<file path="src/rtl/vsr_pkg.sv">
`timescale 1ns/100ps
package vsr_pkg;
  // Width of the tap address for a given stage count.
  function automatic int unsigned vsr_addr_width(input int unsigned depth);
    return (depth <= 1) ? 1 : $clog2(depth);
  endfunction

  // Stage counts the block is meant to be built with.
  function automatic bit vsr_depth_ok(input int unsigned depth);
    return (depth == 16) || (depth == 32) || (depth == 64);
  endfunction
endpackage

</file>
<file path="src/rtl/vsr_stage_chain.sv">
`timescale 1ns/100ps
module vsr_stage_chain #(
  parameter int unsigned DEPTH = 16,
  parameter logic [DEPTH-1:0] INIT_WORD = '0
) (
  input  logic             clk,
  input  logic             shift_en,
  input  logic             ser_in,
  output logic [DEPTH-1:0] stages
);
  // Power-on contents come from the parameter; there is no reset.
  logic [DEPTH-1:0] chain_q = INIT_WORD;

  always_ff @(posedge clk) begin
    if (shift_en) begin
      chain_q <= {chain_q[DEPTH-2:0], ser_in};
    end
  end

  assign stages = chain_q;
endmodule

</file>
<file path="src/rtl/vsr_tap_select.sv">
`timescale 1ns/100ps
module vsr_tap_select #(
  parameter int unsigned DEPTH  = 16,
  parameter int unsigned ADDR_W = 4
) (
  input  logic [DEPTH-1:0]  stages,
  input  logic [ADDR_W-1:0] sel,
  output logic              bit_o
);
  // Purely combinational read of one stage.
  always_comb begin
    bit_o = stages[sel];
  end
endmodule

</file>
<file path="src/rtl/vsr_top.sv">
`timescale 1ns/100ps
module vsr_top #(
  parameter int unsigned DEPTH = 16,
  parameter logic [DEPTH-1:0] INIT_WORD = '0,
  localparam int unsigned ADDR_W = vsr_pkg::vsr_addr_width(DEPTH)
) (
  input  logic              clk,
  input  logic              shift_en,
  input  logic              ser_in,
  input  logic [ADDR_W-1:0] tap_sel,
  output logic              tap_out
);
  logic [DEPTH-1:0] stage_bits;

  generate
    if (vsr_pkg::vsr_depth_ok(DEPTH)) begin : g_chain
      vsr_stage_chain #(
        .DEPTH    (DEPTH),
        .INIT_WORD(INIT_WORD)
      ) u_chain (
        .clk     (clk),
        .shift_en(shift_en),
        .ser_in  (ser_in),
        .stages  (stage_bits)
      );
    end else begin : g_bad_depth
      // Unsupported stage count: the storage is left out.
      assign stage_bits = '0;
    end
  endgenerate

  vsr_tap_select #(
    .DEPTH (DEPTH),
    .ADDR_W(ADDR_W)
  ) u_tap (
    .stages(stage_bits),
    .sel   (tap_sel),
    .bit_o (tap_out)
  );
endmodule

</file>
<file path="config.mk">
export PLATFORM = sky130hd
export DESIGN_NAME = vsr_top
export DESIGN_NICKNAME = d
export VERILOG_FILES = /design/src/rtl/vsr_pkg.sv /design/src/rtl/vsr_stage_chain.sv /design/src/rtl/vsr_tap_select.sv /design/src/rtl/vsr_top.sv
export SDC_FILE = /design/constraint.sdc
export NUM_CORES = 1
export LEC_CHECK = 0
export ABC_CLOCK_PERIOD_IN_PS = 3100
export BUFFER_PORTS_ARGS = -buffer_cell sky130_fd_sc_hd__buf_2
export CAP_MARGIN = 10
export CORE_MARGIN = 3
export CORE_UTILIZATION = 30
export CTS_BUF_LIST = sky130_fd_sc_hd__clkbuf_4
export DETAILED_ROUTE_END_ITERATION = 10
export PLACE_DENSITY = 0.46
export SLEW_MARGIN = 40
export SYNTH_ARGS = -nofsm -noshare
export SYNTH_HDL_FRONTEND = slang
export SYNTH_SLANG_ARGS = --single-unit
</file>
<file path="constraint.sdc">
create_clock -name clk -period 3.1 [get_ports clk]
set_input_delay 0.31 -clock clk [delete_from_list [all_inputs] [get_ports clk]]
set_output_delay 0.31 -clock clk [all_outputs]
set_load 0.05 [all_outputs]
</file>
==> impl_metrics.toml <==
[sta]
fin_tns_setup_ns = 0
rsz0062_at_grt = "no"
fin_skew_ns = 0.000794
finalCritPeriodShare_pct = 62.1
finalHoldViolations = 0
finalSetupViolations = 0
max_freq_mhz = 520
maxSlewViolCount = 0
fin_crit_ns = 1.92
worstMarginPinSlew_ns = 0.343
whs_ns = 0.210
slew_headroom_pct = 77.2

[setup_path]
reg2regPathDepth = 0
reg2reg_slack_ns = 2.43
cpPeakStageDelay_ns = 0.50
start_kind = "flip-flop"
critPathTopFamily = "multiplexers"
crit_type = "flip-flop to output port"
required_ns = 2.79
crit_end = "tap_out"
cp.depth = 4
reg2reg_from = "g_chain.u_chain.stages[7]"
crit_chain = "mux4_1, mux2i_1, mux2i_1, buf_2"
path_max_fanout = 2
crit_path_start = "g_chain.u_chain.stages[8]"
cp_slowest_cell = "mux4_1"
critical_path.most_common_cell = "mux2i_1"
rr_endpoint = "g_chain.u_chain.stages[8]"
end_kind = "output port"
crit_buf_inv = 1
crit_arrival_ns = 1.61

[clock_tree]
htreeDepth = 1
clk_latency_ns = 0.27
post_cts_buffers = 0
cts_root_buf = "clkbuf_4"
cts_resized = 0
cts.clk_slew.worst_paths_ns = 0.08
cts_made_buffers = 3
cts_buffer_depth = 2
tritoncts = "done"
hold_buffers = 0
clkSinkCount = 16

[synth]
yosys.area.top_type = "edfxtp_1"
synth-xor-area-share_pct = 0
yosysSeqAreaShare_pct = 78.0
synth_compound_area_share_pct = 0
synthSimpleGateAreaFrac_pct = 0
synth_edf_count = 16
synth_top_family_by_area = "multiplexers"
synth.area.top_cells = "edfxtp_1 78%, mux4_1 17%, mux2i_1 4.9%"
syn-num-nets = 30
synth_ff_type = "edfxtp_1"
synth_top_area_share_pct = 78.0
synth_cells = 23
syn_area_per_cell_um2 = 26.8
synth_warnings = 0
synthAdderAreaFrac_pct = 0
ys_async_sr_fraction_pct = 0
yosysMostFrequentCell = "edfxtp_1"
ys_seq_elements = 16
netlist_area_um2 = 616
synth_common_cells = "16 x edfxtp_1, 4 x mux4_1, 3 x mux2i_1"
muxShareOfSynthArea_pct = 22.0
yosysUniqueCellTypes = 3

[global_route]
overflow = 0
antenna_found_initial = 0
grt_max_degree = 17
grt_pass1_vias = 274
grtUsageTotal_pct = 7.94
grt_first_pass_wirelength_um = 1420

[drt]
drtIter0Drc = 0
via_per_inst = 4.48
firstDrtPassIters = 1
wl_um = 846
wl_met1_um = 449
drtAntennaViolNets = 0
wl_met3_um = 56
drc = 0
routedWlPerCell_um = 14.6
met2_length_um = 330
topRoutingLayerUsed = "met4"
dr_total_vias = 260

[power]
p_comb_share_pct = 8.2
clockPowerShare_pct = 25.9
power_per_cell_area_nw_per_um2 = 555
total_power_mw = 0.391
intPower_mw = 0.312
pwr-share-seq_pct = 65.9
leakage_nw = 0.258
swShare_pct = 20.2
ir_worst_vdd_mv = 0.210
p_switching_mw = 0.0791

[finish]
fin_area_um2 = 704
layout-drive-gt1-share_pct = 30.3
syn_to_final_growth_pct = 14.4
diodes = 0
fillCellCount = 186
nets = 42
largest_reg_flops = 16

[floorplan]
die_width_um = 51.3
initial_core_util_pct = 33.5
fp-row-count = 15
dieArea_um2 = 2630
core_um2 = 1840
ios = 8
chipHeight_um = 51.3

[placement]
gp_congestion = 0.674
numPortBuffers = 7
placed_area_um2 = 682

[job]
cap_violations = 0

[run_status]
outcome = "finished, final reports clean"

[worst_hold_path]
hold_class = "input pin to flip-flop"
## stage by stage
stage	worst slack (ns)	instances	util, %
after floorplan	1.30	23	-
after detailed placement	1.31	55	37.1
after global routing	1.06	58	38.3
final	1.18	58	38.3
after global placement	1.35	55	37.1
after CTS	1.14	58	38.3
## cell families after synthesis
kind of cell  count (synthesis)
flip-flops                   16
multiplexers                  7
## routing by layer
layer / up-vias / GRT usage (%)
met3: 2 / 2.92
met5: - / 0
met2: 8 / 10.1
met1: 125 / 10.5
met4: 0 / 6.55
li1: 125 / -
## worst min path at each step
stage	from	endpoint	slack (ns)	depth (start not counted)
2_1_floorplan	ser_in	g_chain.u_chain.stages[0]	0.41	0
3_3_place_gp	g_chain.u_chain.stages[4]	g_chain.u_chain.stages[5]	0.43	0
3_5_place_dp	g_chain.u_chain.stages[0]	g_chain.u_chain.stages[1]	0.43	0
4_1_cts	ser_in	g_chain.u_chain.stages[0]	0.20	1
5_1_grt	ser_in	g_chain.u_chain.stages[0]	0.19	1
6_report	ser_in	g_chain.u_chain.stages[0]	0.21	1
## power by group through the flow
stage,Sequential [mW],Combinational [mW],Clock (mW)
final,0.258,0.0322,0.101
after CTS,0.258,0.0329,0.106
after global placement,0.263,0.0318,0
after detailed placement,0.263,0.0328,0
after global routing,0.260,0.0350,0.115
after floorplan,0.260,0.0200,0
## final cells by class
type	count	area, µm²	share of cell area, %
Multi-Input combinational cell	7	135	19.2
Tap cell	25	31.3	4.44
Timing Repair Buffer	7	35.0	4.97
Sequential cell	16	480	68.2
Clock buffer	3	22.5	3.20
## layout by cell type, fill, tap and decap left out
cell,n
clkbuf_4,3
edfxtp_1,16
buf_2,7
mux4_1,4
mux2i_1,3
Power figures use the tool's default switching activity.
